`src/rtl/mbx_pkg.sv`:
```
package mbx_pkg;
   localparam logic [7:0] REG_H2D_DATA = 8'h00;
   localparam logic [7:0] REG_H2D_LEN  = 8'h01;
   localparam logic [7:0] REG_STATUS   = 8'h02;
   localparam logic [7:0] REG_CMD      = 8'h03;
   localparam logic [7:0] REG_D2H_DATA = 8'h04;
   localparam logic [7:0] REG_D2H_LEN  = 8'h05;

   localparam int ST_BUSY  = 0;
   localparam int ST_PEND  = 1;
   localparam int ST_FREED = 2;
   localparam int ST_ERR   = 3;

   localparam int CMD_ACK       = 0;
   localparam int CMD_CLR_FREED = 1;
   localparam int CMD_CLR_ERR   = 2;
endpackage

```
`src/rtl/mbx_strobe_sync.sv`:
```
module mbx_strobe_sync #(
   parameter int   STAGES    = 2,
   parameter logic RESET_VAL = 1'b1
) (
   input  logic clk,
   input  logic rst_n,
   input  logic raw,
   output logic level,
   output logic rise,
   output logic fall
);
   logic prev_q;

   generate
      if (STAGES == 0) begin : g_direct
         assign level = raw;
      end else begin : g_chain
         logic [STAGES-1:0] chain_q;
         always_ff @(posedge clk or negedge rst_n) begin
            if (!rst_n) chain_q <= {STAGES{RESET_VAL}};
            else        chain_q <= {chain_q[STAGES-2:0], raw};
         end
         assign level = chain_q[STAGES-1];
      end
   endgenerate

   always_ff @(posedge clk or negedge rst_n) begin
      if (!rst_n) prev_q <= RESET_VAL;
      else        prev_q <= level;
   end

   assign rise = level & ~prev_q;
   assign fall = ~level & prev_q;
endmodule

```
`src/rtl/mbx_ram.sv`:
```
module mbx_ram #(
   parameter int DEPTH = 61,
   parameter int DW    = 8,
   parameter int IW    = 6
) (
   input  logic          clk,
   input  logic          we,
   input  logic [IW-1:0] widx,
   input  logic [DW-1:0] wdata,
   input  logic [IW-1:0] ridx,
   output logic [DW-1:0] rdata
);
   logic [DW-1:0] mem [DEPTH];

   always_ff @(posedge clk) begin
      if (we && (int'(widx) < DEPTH)) mem[widx] <= wdata;
   end

   assign rdata = (int'(ridx) < DEPTH) ? mem[ridx] : '0;
endmodule

```
`src/rtl/mbx_host_port.sv`:
```
module mbx_host_port
   import mbx_pkg::*;
#(
   parameter int DEPTH       = 61,
   parameter int DW          = 8,
   parameter int SYNC_STAGES = 2,
   parameter int IW          = $clog2(DEPTH + 1)
) (
   input  logic          clk,
   input  logic          rst_n,
   input  logic [DW-1:0] ad_in,
   output logic [DW-1:0] ad_out,
   output logic          ad_oe,
   input  logic          ale,
   input  logic          cs_n,
   input  logic          rd_n,
   input  logic          wr_n,
   output logic          irq_pull_low,
   output logic          dev_h2d_avail,
   output logic [IW-1:0] dev_h2d_len,
   input  logic [IW-1:0] dev_h2d_idx,
   output logic [DW-1:0] dev_h2d_data,
   input  logic          dev_h2d_done,
   input  logic          dev_d2h_we,
   input  logic [IW-1:0] dev_d2h_idx,
   input  logic [DW-1:0] dev_d2h_data,
   input  logic [IW-1:0] dev_d2h_len,
   input  logic          dev_d2h_post,
   output logic          dev_d2h_busy
);
   localparam logic [DW-1:0] DEPTH_B = DW'(DEPTH);
   localparam logic [IW-1:0] DEPTH_I = IW'(DEPTH);

   generate
      if (DW != 8)                          begin : g_bad_dw    $error("DW must be 8"); end
      if (DEPTH < 1 || DEPTH > 255)         begin : g_bad_depth $error("DEPTH out of range"); end
      if (SYNC_STAGES < 0 || SYNC_STAGES > 3) begin : g_bad_sync $error("SYNC_STAGES 0..3"); end
   endgenerate

   logic ale_lvl, ale_rise, ale_fall;
   logic cs_lvl, cs_rise, cs_fall;
   logic rd_lvl, rd_rise, rd_fall;
   logic wr_lvl, wr_rise, wr_fall;

   mbx_strobe_sync #(.STAGES(SYNC_STAGES), .RESET_VAL(1'b0)) u_ale_sync (
      .clk(clk), .rst_n(rst_n), .raw(ale), .level(ale_lvl), .rise(ale_rise), .fall(ale_fall));
   mbx_strobe_sync #(.STAGES(SYNC_STAGES), .RESET_VAL(1'b1)) u_cs_sync (
      .clk(clk), .rst_n(rst_n), .raw(cs_n), .level(cs_lvl), .rise(cs_rise), .fall(cs_fall));
   mbx_strobe_sync #(.STAGES(SYNC_STAGES), .RESET_VAL(1'b1)) u_rd_sync (
      .clk(clk), .rst_n(rst_n), .raw(rd_n), .level(rd_lvl), .rise(rd_rise), .fall(rd_fall));
   mbx_strobe_sync #(.STAGES(SYNC_STAGES), .RESET_VAL(1'b1)) u_wr_sync (
      .clk(clk), .rst_n(rst_n), .raw(wr_n), .level(wr_lvl), .rise(wr_rise), .fall(wr_fall));

   logic [DW-1:0] addr_q;
   logic          wr_ev, rd_ev;
   logic          h2d_busy_q, d2h_pend_q, h2d_freed_q, err_q;
   logic [IW-1:0] h2d_len_q, h2d_widx_q, d2h_len_q, d2h_ridx_q;
   logic          h2d_we, h2d_data_bad, h2d_len_ok, h2d_len_bad;
   logic          d2h_we_ok, d2h_post_ok, cmd_ev, d2h_adv;
   logic [DW-1:0] d2h_rdata, status_byte;

   assign wr_ev = wr_rise & ~cs_lvl;
   assign rd_ev = rd_rise & ~cs_lvl;

   always_ff @(posedge clk or negedge rst_n) begin
      if (!rst_n)        addr_q <= '0;
      else if (ale_fall) addr_q <= ad_in;
   end

   // outbound mailbox
   assign h2d_we       = wr_ev && addr_q == REG_H2D_DATA && !h2d_busy_q && h2d_widx_q < DEPTH_I;
   assign h2d_data_bad = wr_ev && addr_q == REG_H2D_DATA && !h2d_we;
   assign h2d_len_ok   = wr_ev && addr_q == REG_H2D_LEN && !h2d_busy_q && ad_in <= DEPTH_B;
   assign h2d_len_bad  = wr_ev && addr_q == REG_H2D_LEN && !h2d_len_ok;
   assign cmd_ev       = wr_ev && addr_q == REG_CMD;

   mbx_ram #(.DEPTH(DEPTH), .DW(DW), .IW(IW)) u_h2d_ram (
      .clk(clk), .we(h2d_we), .widx(h2d_widx_q), .wdata(ad_in),
      .ridx(dev_h2d_idx), .rdata(dev_h2d_data));

   always_ff @(posedge clk or negedge rst_n) begin
      if (!rst_n) begin
         h2d_busy_q  <= 1'b0;
         h2d_len_q   <= '0;
         h2d_widx_q  <= '0;
         h2d_freed_q <= 1'b0;
         err_q       <= 1'b0;
      end else begin
         if (h2d_we) h2d_widx_q <= h2d_widx_q + 1'b1;
         if (h2d_len_ok) begin
            h2d_busy_q <= 1'b1;
            h2d_len_q  <= ad_in[IW-1:0];
            h2d_widx_q <= '0;
         end
         if (cmd_ev && ad_in[CMD_CLR_FREED]) h2d_freed_q <= 1'b0;
         if (cmd_ev && ad_in[CMD_CLR_ERR])   err_q       <= 1'b0;
         if (h2d_busy_q && dev_h2d_done) begin
            h2d_busy_q  <= 1'b0;
            h2d_freed_q <= 1'b1;
         end
         if (h2d_data_bad || h2d_len_bad) err_q <= 1'b1;
      end
   end

   // inbound mailbox
   assign d2h_we_ok   = dev_d2h_we && !d2h_pend_q;
   assign d2h_post_ok = dev_d2h_post && !d2h_pend_q && dev_d2h_len <= DEPTH_I;
   assign d2h_adv     = rd_ev && addr_q == REG_D2H_DATA && d2h_ridx_q < DEPTH_I;

   mbx_ram #(.DEPTH(DEPTH), .DW(DW), .IW(IW)) u_d2h_ram (
      .clk(clk), .we(d2h_we_ok), .widx(dev_d2h_idx), .wdata(dev_d2h_data),
      .ridx(d2h_ridx_q), .rdata(d2h_rdata));

   always_ff @(posedge clk or negedge rst_n) begin
      if (!rst_n) begin
         d2h_pend_q <= 1'b0;
         d2h_len_q  <= '0;
         d2h_ridx_q <= '0;
      end else if (d2h_post_ok) begin
         d2h_pend_q <= 1'b1;
         d2h_len_q  <= dev_d2h_len;
         d2h_ridx_q <= '0;
      end else if (cmd_ev && ad_in[CMD_ACK]) begin
         d2h_pend_q <= 1'b0;
         d2h_ridx_q <= '0;
      end else if (d2h_adv) begin
         d2h_ridx_q <= d2h_ridx_q + 1'b1;
      end
   end

   // host read path
   always_comb begin
      status_byte           = '0;
      status_byte[ST_BUSY]  = h2d_busy_q;
      status_byte[ST_PEND]  = d2h_pend_q;
      status_byte[ST_FREED] = h2d_freed_q;
      status_byte[ST_ERR]   = err_q;
      case (addr_q)
         REG_H2D_LEN:  ad_out = DW'(h2d_len_q);
         REG_STATUS:   ad_out = status_byte;
         REG_D2H_DATA: ad_out = d2h_rdata;
         REG_D2H_LEN:  ad_out = DW'(d2h_len_q);
         default:      ad_out = '0;
      endcase
   end

   assign ad_oe         = ~cs_n & ~rd_n;
   assign irq_pull_low  = d2h_pend_q | h2d_freed_q;
   assign dev_h2d_avail = h2d_busy_q;
   assign dev_h2d_len   = h2d_len_q;
   assign dev_d2h_busy  = d2h_pend_q;
endmodule

```
`config.mk`:
```
export PLATFORM = sky130hd
export DESIGN_NAME = mbx_host_port
export DESIGN_NICKNAME = d
export VERILOG_FILES = /design/src/rtl/mbx_pkg.sv /design/src/rtl/mbx_strobe_sync.sv /design/src/rtl/mbx_ram.sv /design/src/rtl/mbx_host_port.sv
export SDC_FILE = /design/constraint.sdc
export NUM_CORES = 1
export LEC_CHECK = 0
export ABC_AREA = 1
export BUFFER_PORTS_ARGS = -buffer_cell sky130_fd_sc_hd__buf_2
export CAP_MARGIN = 20
export CORE_ASPECT_RATIO = 2
export CORE_MARGIN = 8
export CORE_UTILIZATION = 50
export CTS_BUF_LIST = sky130_fd_sc_hd__clkbuf_8
export DETAILED_ROUTE_END_ITERATION = 12
export PLACE_DENSITY = 0.68
export SYNTH_ARGS = -nofsm -noshare
export SYNTH_HDL_FRONTEND = slang
export SYNTH_SLANG_ARGS = --single-unit
```
`constraint.sdc`:
```
create_clock -name clk -period 2.5 [get_ports clk]
set_clock_uncertainty 0.05 [all_clocks]
set_input_delay 0.25 -clock clk [delete_from_list [all_inputs] [get_ports clk]]
set_output_delay 0.25 -clock clk [all_outputs]
set_load 0.005 [all_outputs]
```
* After elaboration in Yosys (flattened, before gate mapping)
Memories as Yosys holds them, arrays and structs flattened. Cells that the tools add are included.
Cells by class: add/subtract/negate cells 2, magnitude comparators 8, eq/ne operators 5, multiplexer cells 20, bitwise operators 13, reductions and logical operators 32
Operator list (number):
- $lt A6 B6 Y1 const B | 6
- $pmux W8 S4 | 1
- $mux W6 | 5
- $logic_and A1 B1 Y1 | 20
- $eq A8 B2 Y1 const B | 2
- $eq A8 B3 Y1 const B | 2
- $mux W8 | 2
- $add A6 B1 Y6 const B | 2
- $mux W1 | 12
- $reduce_bool A2 Y1 | 5
- $eq A8 B1 Y1 const B | 1
- $le A8 B6 Y1 const B | 1
- $logic_not A8 Y1 | 1
- $and A1 B1 Y1 | 6
- $le A6 B6 Y1 const B | 1
- $not A1 Y1 | 6
- $logic_not A1 Y1 | 4
- $reduce_bool A3 Y1 | 1
- $logic_or A1 B1 Y1 | 1
- $or A1 B1 Y1 | 1
Word-level totals: register bits 47, bits in writable memories 976, input bits 43, output and inout bits 26, word-level logic and storage cells 98, memories 2
Memory list:
- u_d2h_ram.mem | words 61, bits a word 8, rd ports 1, clocked after Yosys merged registers in 0, write ports 1, line mbx_ram.sv:13 | logic [DW-1:0] mem [DEPTH];
- u_h2d_ram.mem | words 61, bits a word 8, rd ports 1, clocked after Yosys merged registers in 0, write ports 1, line mbx_ram.sv:13

* Logic depth before layout (Yosys ltp)
Gate-level depths: netlist (run 1).
depth after elaboration 10, depth in mapped cells 15, gate-level depth less buffers 12

* Modules after synthesis
A second synthesis (run 1) with hierarchy kept.
Unflattened totals: cells, all modules 4451, area total of the unflattened synthesis 45110.8 µm²
Modules (own cells, without submodules):
- mbx_ram | instances 2, cells each 2071, area an instance 21295.4 µm²
- mbx_host_port | instances 1, cells each 281, area an instance 2148.3 µm²
- mbx_strobe_sync (u_cs_sync ...) | instances 3, cells each 7, area an instance 93.8 µm²
- mbx_strobe_sync (u_ale_sync) | instances 1, cells each 7, area an instance 90.1 µm²

* Worst setup path before layout (run 1)
Ideal clock, no wire load.
path kind register to register, from register h2d_widx_q[1], to memory u_h2d_ram.mem[15][0], enable pin, setup time 0.383 ns, data arrival time 2.163 ns, path slack -0.096 ns, cell stages (with the launch flop) 11, buffers on the path 0, path through dfrtp_1 > inv_1 > ha_1 > nor2_1 > nand2_1 > nand2_1 > nor2_2 > nand2_1 > nor2_1 > nand2_1 > nor3_1
Between the ends: word-level cells in the longest chain between the ends 5, elaborated cells between the ends (all ways) 6, classes of those cells order compare: 2; mux: 2; reduce/logical: 2
Ends and longest elaborated chain:
- from (decl) | line mbx_host_port.sv:57 | logic [IW-1:0] h2d_len_q, h2d_widx_q, d2h_len_q, d2h_ridx_q;
- from (signal assigned) | line mbx_host_port.sv:89 | if (h2d_we) h2d_widx_q <= h2d_widx_q + 1'b1;
- $lt A6 B6 Y1 | line mbx_ram.sv:16, mbx_host_port.sv:71
- $logic_and A1 B1 Y1 | line mbx_host_port.sv:71 | assign h2d_we = wr_ev && addr_q == REG_H2D_DATA && !h2d_busy_q && h2d_widx_q < DEPTH_I;
- $logic_and A1 B1 Y1 | line mbx_ram.sv:16 | if (we && (int'(widx) < DEPTH)) mem[widx] <= wdata;
- $mux W1 | line mbx_ram.sv:16
- $mux W1 (not written as such) | line mbx_ram.sv:16
- to (decl) | line mbx_ram.sv:13
Several ways; a longest one is shown, not always the timed one.

* Worst setup path in the final report (run 1)
from register d2h_ridx_q[0], to output port ad_out[6]
Between the ends: word-level cells in the longest chain between the ends 3, elaborated cells between the ends (all ways) 4, classes of those cells order compare: 1; mux: 2; memory: 1
Ends and longest elaborated chain:
- from (decl) | line mbx_host_port.sv:57
- from (signal assigned) | line mbx_host_port.sv:127 | d2h_ridx_q <= d2h_ridx_q + 1'b1;
- $mem_v2 Z61 W8 / $lt A6 B6 Y1 (equally long branches)
- $mux W8 * | line mbx_ram.sv:19 | assign rdata = (int'(ridx) < DEPTH) ? mem[ridx] : '0;
- $pmux W8 S4 * | line mbx_host_port.sv:138 | case (addr_q)
- to (decl) | line mbx_host_port.sv:12 | output logic [DW-1:0] ad_out,
Mark *: on every way between the ends. The rest lies on a longest branch, timed or not.

==> results.py, run 1 <==
metrics = {
    "run": {
        "drv_cap": 0,
    },
    "synthesis": {
        "yosysTopAreaCell": "edfxtp_1",
        "syn_area_per_cell_sq_um": 11.1,
        "synth_seq_cells": 1023,
        "yosys_warnings": 0,
        "ys_seq_area_frac": 0.712,
        "yosysUniqueCellTypes": 37,
        "synth.top_cell.area_share": 0.684,
        "synthesis.area_sq_um": 42900,
        "synthCells": 3870,
        "synthTopCellsByArea": "edfxtp_1 68%, nand2_1 8.1%, nor2_1 5.5%, nand3_1 4.6%, o21ai_0 3.0%",
        "syn_nets": 3917,
    },
    "clocking": {
        "cts_buffers": 142,
        "cts.path.max_buffers": 3,
        "clk_latency_ns": 0.80,
        "path_clk_slew_ns": 0.07,
        "root_buffer": "clkbuf_8",
        "htree_num_levels": 4,
        "cts_tree": "built",
        "cts_sinks": 1023,
    },
    "critical_path": {
        "path_cells": "buf_12 > buf_6 > buf_6 > nor2_1 > nor2_1 > o21ai_0 > nand3_1 > nand3_2 > nand2_1 > nand3_2 > a21oi_4 > buf_6",
        "crit_top_cell": "buf_6",
        "crit_type": "flip-flop to output port",
        "critPathBufInv": 4,
        "critPathLaunchType": "flip-flop",
        "cpPeakStageDelay_ns": 0.45,
        "critPathRequiredTime_ns": 2.20,
        "endpoint_kind": "output port",
        "crit_family": "buffers and inverters",
        "worst_path_max_delay_cell": "dfrtp_4",
        "arrival_ns": 2.88,
        "critPathMaxFanout": 10,
    },
    "floorplanning": {
        "fp.dieH_microns": 430,
        "ios": 69,
        "dieArea_sq_um": 95900,
        "core_sq_um": 85400,
        "start_util": 0.502,
        "rows": 152,
        "die_w_microns": 223,
    },
    "timing": {
        "tightest_slew_ns": 0.889,
        "period_needed_ns": 3.18,
        "maxClockFrequency_mhz": 315,
        "fin_crit_sh": 1.27,
        "setup_violations": 12,
        "setup_tns_ns": -5.08,
        "whs_ns": 0.0681,
        "hold_viol": 0,
        "fin_ws_ns": -0.676,
        "grt_setup_unrepaired": "true",
        "slew_headroom": 0.405,
        "report.final.slew_viol_count": 0,
    },
    "drt": {
        "viasPerCell": 5.70,
        "drcViolationCount": 0,
        "drt_first_iter_violations": 3464,
        "vias": 30579,
        "wl_per_cell_microns": 22.2,
        "ant_nets": 0,
        "drt-total-wl_microns": 119000,
        "drtPass1Iterations": 6,
    },
    "hold_path": {
        "holdCritPathClass": "input port to async pin",
    },
    "global_route": {
        "grt_pass1_wl_microns": 176000,
        "grt_start_max_net_pins": 63,
        "grt_usage": 0.238,
        "grt_pass1_vias": 29667,
        "grt_overflow": 0,
        "grt_antenna_before_repair": 3,
    },
    "power_and_ir_drop": {
        "power_leakage_nw": 19.5,
        "p_per_area_nw_per_um2": 667,
        "peakVddDrop_mv": 0.510,
    },
    "place": {
        "io_buffers": 68,
        "gp_congestion": 0.876,
        "hpwl_microns": 68300,
        "pre_cts_ws_ns": -0.0394,
    },
    "status": {
        "violations": "setup timing",
        "status": "finished with violations",
    },
    "final_layout": {
        "syn2layout_area_growth_pct": 19.6,
        "final_util": 0.600,
        "nFillCells": 6632,
        "multi_input_area_sq_um": 11700,
        "nNetsFinal": 4223,
        "regArea_sq_um": 30500,
        "layout-drive-gt1-share": 0.195,
    },
}
cell usage after synthesis:
master and instances:
or2_2 1, buf_4 26, ha_1 4, nor3_1 14
a22o_1 2, nand3_2 5, buf_1 20, o21ai_0 259
edfxtp_1 976, nor2_1 633, inv_1 250, nand3_1 395
and2_0 2, xor2_1 4, clkbuf_1 52, o21ai_1 2
clkinv_1 4, nand2_1 929, a31oi_1 1, buf_2 84
inv_2 9, nor2_8 1, nor2_4 2, nand3_4 4
a221oi_1 4, buf_6 14, nand4_1 4, nor2_2 3
or2_4 1, dfstp_2 8, nor3b_2 1, dfrtp_1 39
o311ai_2 1, nor3b_1 2, a21oi_1 65, nand3b_1 1
o211ai_1 48
routing by layer:
layer  global-route usage  vias to the layer above  wire [microns]
met3               0.0455                      284           12200
met4               0.0926                        0            4650
met1                0.325                    14805           46400
met2                0.377                     1688           56000
li1                     -                    13802               -
met5                    0                        -               0
logic make-up after synthesis:
kind of cell    after synthesis  share of synthesized area
compound gates              382                     0.0482
xor+xnor                      4                   0.000817
fa+ha+maj                     4                    0.00117
buf+inv                     459                     0.0474
flops                      1023                      0.712
simple gates               1998                      0.191
report_power, final:
| group | total, mW | internal, mW | switching (mW) | leakage (nW) |
|---|---|---|---|---|
| Combinational | 2.66 | 0.916 | 1.74 | 8.58 |
| Clock | 12.6 | 6.35 | 6.20 | 1.54 |
| Sequential | 19.0 | 18.9 | 0.0712 | 9.35 |
| Total | 34.2 | 26.2 | 8.02 | 19.5 |
cell usage in the layout, fill, tap and decap left out, drive strengths merged, types with 2 or more instances in the layout:
| master | count |
|---|---|
| a221oi | 4 |
| clkinvlp | 9 |
| dfstp | 8 |
| clkbuf | 163 |
| ha | 4 |
| bufbuf | 2 |
| nand3 | 404 |
| nor2 | 639 |
| dlygate4sd3 | 38 |
| o21ai | 261 |
| a21oi | 65 |
| nor3 | 14 |
| a22o | 2 |
| nand4 | 4 |
| xor2 | 4 |
| nor3b | 3 |
| clkinv | 54 |
| nand2 | 929 |
| or2 | 2 |
| o211ai | 48 |
| inv | 299 |
| diode | 3 |
| buf | 304 |
| and2 | 2 |
| edfxtp | 976 |
| bufinv | 7 |
| dfrtp | 39 |
per-stage QoR:
step	power (mW)	instance area [sq um]	instances
after detailed placement	21.4	45500	5018
after CTS	34.2	50100	5342
after floorplan	20.4	42900	3870
final	34.2	51200	5368
after global routing	35.2	51200	5366
after global placement	21.4	45500	5018
repair_timing:
item                                    4_1_cts  5_1_grt
gates resized for setup                     235      213
hold buffers                                 38        0
gates cloned                                 19       15
setup buffers                                14       10
endpoints found under the hold margin       563        0
endpoints found under the setup margin       16      101
pin swaps                                   102      129
state kept, by name, indices dropped and copies added, names as in the netlist:
register                    cells
u_d2h_ram.mem                 488
u_h2d_ram.mem                 488
addr_q                          8
d2h_len_q                       6
d2h_ridx_q                      6
dev_h2d_len                     6
h2d_widx_q                      6
u_ale_sync.g_chain.chain_q      2
u_cs_sync.g_chain.chain_q       2
u_rd_sync.g_chain.chain_q       2
u_wr_sync.g_chain.chain_q       2
dev_d2h_busy                    1
dev_h2d_avail                   1
err_q                           1
h2d_freed_q                     1
u_ale_sync.prev_q               1
u_rd_sync.prev_q                1
u_wr_sync.prev_q                1
final cells by class:
class	count	share of cell area
multi-input combinational	2388	0.228
timing repair inverter	3	0.000928
tap	1078	0.0263
sequential	1023	0.595
timing repair buffer	355	0.0764
clock buffer	152	0.0408
inverter	263	0.0201
antenna	3	0.000147
clock inverter	103	0.0123
path summary, 6_finish.rpt:
kind | from | end | slack, ns | cells past startpoint
setup / recovery | d2h_ridx_q[0] | ad_out[6] | -0.68 | 12
hold / removal | rst_n | d2h_ridx_q[2] | 0.07 | 2
setup reg to reg | dev_d2h_busy | u_d2h_ram.mem[11][2] | 0.07 | 6
hold reg to reg | u_wr_sync.g_chain.chain_q[1] | u_wr_sync.prev_q | 0.29 | 0
max in group asynchronous | rst_n | h2d_widx_q[3] | 1.63 | 3
min in group clk | wr_n | u_wr_sync.g_chain.chain_q[0] | 0.08 | 2
Power figures use the tool's default switching activity.
==> run 2, diff against run 1 <==
--- a/config.mk
+++ b/config.mk
@@ -13,7 +13,7 @@
 export CORE_UTILIZATION = 50
 export CTS_BUF_LIST = sky130_fd_sc_hd__clkbuf_8
 export DETAILED_ROUTE_END_ITERATION = 12
-export PLACE_DENSITY = 0.68
+export PLACE_DENSITY = 0.66
 export SYNTH_ARGS = -nofsm -noshare
 export SYNTH_HDL_FRONTEND = slang
 export SYNTH_SLANG_ARGS = --single-unit
==> constraint.sdc (replaced) <==
create_clock -name clk -period 2.93 [get_ports clk]
set_clock_uncertainty 0.05 [all_clocks]
set_input_delay 0.293 -clock clk [delete_from_list [all_inputs] [get_ports clk]]
set_output_delay 0.293 -clock clk [all_outputs]
set_load 0.005 [all_outputs]
==> run 2 against run 1 <==
  * The run still ends with setup timing left
  * Die area is the same
  * Count of clock-buffer cells in the layout is the same
  * Non-clock buffer count shrank 6
  * Largest cell class unchanged
  * Register-to-register slack gained 0.23 ns
  * Total power shrank 16%
  * Critical path type unchanged
  * Combinational power shrank 24%
  * Via count shrank 2.3%
  * Worst hold slack gained 0.026 ns
  * Highest routed layer unchanged
==> results.py, run 2 (synthesis gave the netlist of run 1 again) <==
metrics = {
    "clocking": {
        "htree_num_levels": 4,
        "cts_sinks": 1023,
        "root_buffer": "clkbuf_8",
        "path_clk_slew_ns": 0.07,
        "cts.path.max_buffers": 3,
        "cts_buffers": 141,
        "cts_tree": "built",
        "clk_latency_ns": 0.78,
    },
    "timing": {
        "setup_tns_ns": -1.99,
        "setup_violations": 8,
        "grt_setup_unrepaired": "true",
        "report.final.slew_viol_count": 0,
        "tightest_slew_ns": 0.993,
        "hold_viol": 0,
        "fin_ws_ns": -0.263,
        "maxClockFrequency_mhz": 313,
        "period_needed_ns": 3.19,
        "fin_crit_sh": 1.09,
        "slew_headroom": 0.338,
    },
    "power_and_ir_drop": {
        "total_power_mw": 28.6,
        "p_per_area_nw_per_um2": 574,
        "peakVddDrop_mv": 0.423,
        "seqPwrFrac": 0.566,
        "power_leakage_nw": 19.1,
        "p_clk_frac": 0.363,
        "swShare": 0.234,
        "combinationalPowerShare": 0.071,
        "p_switching_mw": 6.70,
        "p_int_mw": 21.9,
    },
    "floorplanning": {
        "start_util": 0.502,
        "dieArea_sq_um": 95900,
        "die_w_microns": 223,
        "fp.dieH_microns": 430,
        "ios": 69,
        "core_sq_um": 85400,
        "rows": 152,
    },
    "drt": {
        "wl_met3_microns": 10800,
        "wl_met1_microns": 47400,
        "drt-total-wl_microns": 114000,
        "drt_first_iter_violations": 3417,
        "routed.top_layer": "met4",
        "ant_nets": 0,
        "wl_per_cell_microns": 21.4,
        "drtPass1Iterations": 7,
        "wl_met2_microns": 52500,
        "vias": 29868,
        "viasPerCell": 5.58,
        "drcViolationCount": 0,
    },
    "status": {
        "status": "finished with violations",
        "violations": "setup timing",
    },
    "critical_path": {
        "crit_type": "flip-flop to output port",
        "critPathRequiredTime_ns": 2.59,
        "critPathMaxFanout": 23,
        "timing.reg2reg.worst_path_depth": 11,
        "arrival_ns": 2.85,
        "endpoint_kind": "output port",
        "critPathLaunchType": "flip-flop",
    },
    "global_route": {
        "grt_usage": 0.234,
        "grt_pass1_vias": 28659,
        "grt_overflow": 0,
        "grt_pass1_wl_microns": 172000,
        "grt_start_max_net_pins": 91,
        "grt_antenna_before_repair": 4,
    },
    "run": {
        "drv_cap": 0,
    },
    "final_layout": {
        "layout_common_cells": "976 x edfxtp_1, 878 x nand2_1, 617 x nor2_1",
        "nNetsFinal": 4215,
        "reg.largest.list": "u_d2h_ram.mem (488), u_h2d_ram.mem (488), addr_q (8)",
        "layout-drive-gt1-share": 0.158,
        "final_common_cell": "edfxtp_1",
        "syn2layout_area_growth_pct": 16.3,
    },
    "place": {
        "gp_congestion": 0.898,
        "hpwl_microns": 67400,
        "io_buffers": 68,
    },
    "hold_path": {
        "holdCritPathClass": "input port to flip-flop",
        "whs_path_depth": 4,
    },
}
[run 2: cell type report]
class	count	area, sq um
fillers	6961	35600
flip-flops and latches	1023	30500
multi-input cells	2388	10900
repair buffers	349	3380
clock buffers	152	2090
well taps	1078	1350
inverters	263	1030
clock inverters	94	504
repair inverters	2	25.0
diodes	3	7.51
[run 2: timing repair]
action | in CTS | in global routing
setup endpoints to repair | 8 | 8
hold buffers | 30 | 0
setup buffers | 23 | 1
cloned | 12 | 6
pin swaps | 31 | 62
gates resized for setup | 112 | 112
hold endpoints to repair | 132 | 0
[run 2: power by group through the flow]
stage	clock network, mW	registers [mW]	logic (mW)
floorplan	0	16.5	0.896
global placement	0	16.5	1.70
detailed placement	0	16.5	1.73
CTS	10.6	16.2	1.94
global route	11.1	16.2	2.18
finish	10.4	16.2	2.02
[run 2: path summary, 6_finish.rpt]
| check | from | endpoint | slack, ns |
|---|---|---|---|
| min reg2reg | u_cs_sync.g_chain.chain_q[0] | u_cs_sync.g_chain.chain_q[1] | 0.31 |
| min | ad_in[0] | d2h_ridx_q[5] | 0.09 |
| max | d2h_ridx_q[1] | ad_out[6] | -0.26 |
| max reg2reg | h2d_widx_q[0] | u_h2d_ram.mem[41][0] | 0.30 |
| max in group asynchronous | rst_n | addr_q[5] | 2.00 |
| min in group asynchronous | rst_n | u_ale_sync.g_chain.chain_q[0] | 0.11 |
[run 2: metal layers]
layer  track usage  up-vias
li1              -    13766
met1         0.331    14403
met2         0.360     1485
met3        0.0422      214
met4        0.0845        0
met5             0        -
[run 2: critical path, cell delays in order (launching register included)]
cell	delay, ns
dfrtp_4	0.44
clkinv_4	0.13
bufbuf_16	0.34
nor2_1	0.11
o21ai_1	0.07
nand3_1	0.16
nand3_2	0.16
nand2_2	0.14
nand3_2	0.09
a21oi_4	0.25
buf_2	0.16
[run 2: stage by stage]
step	cells	worst slack, ns	hold slack (ns)	utilization	instance area, sq um
6_report	5352	-0.263	0.0943	0.583	49800
5_1_grt	5350	-0.372	0.0634	0.583	49800
4_1_cts	5346	-0.335	0.00488	0.578	49300
3_5_place_dp	5035	0.0912	0.286	0.533	45500
3_3_place_gp	5035	0.0963	0.284	0.533	45500
2_1_floorplan	3870	0.334	-0.0526	-	42900
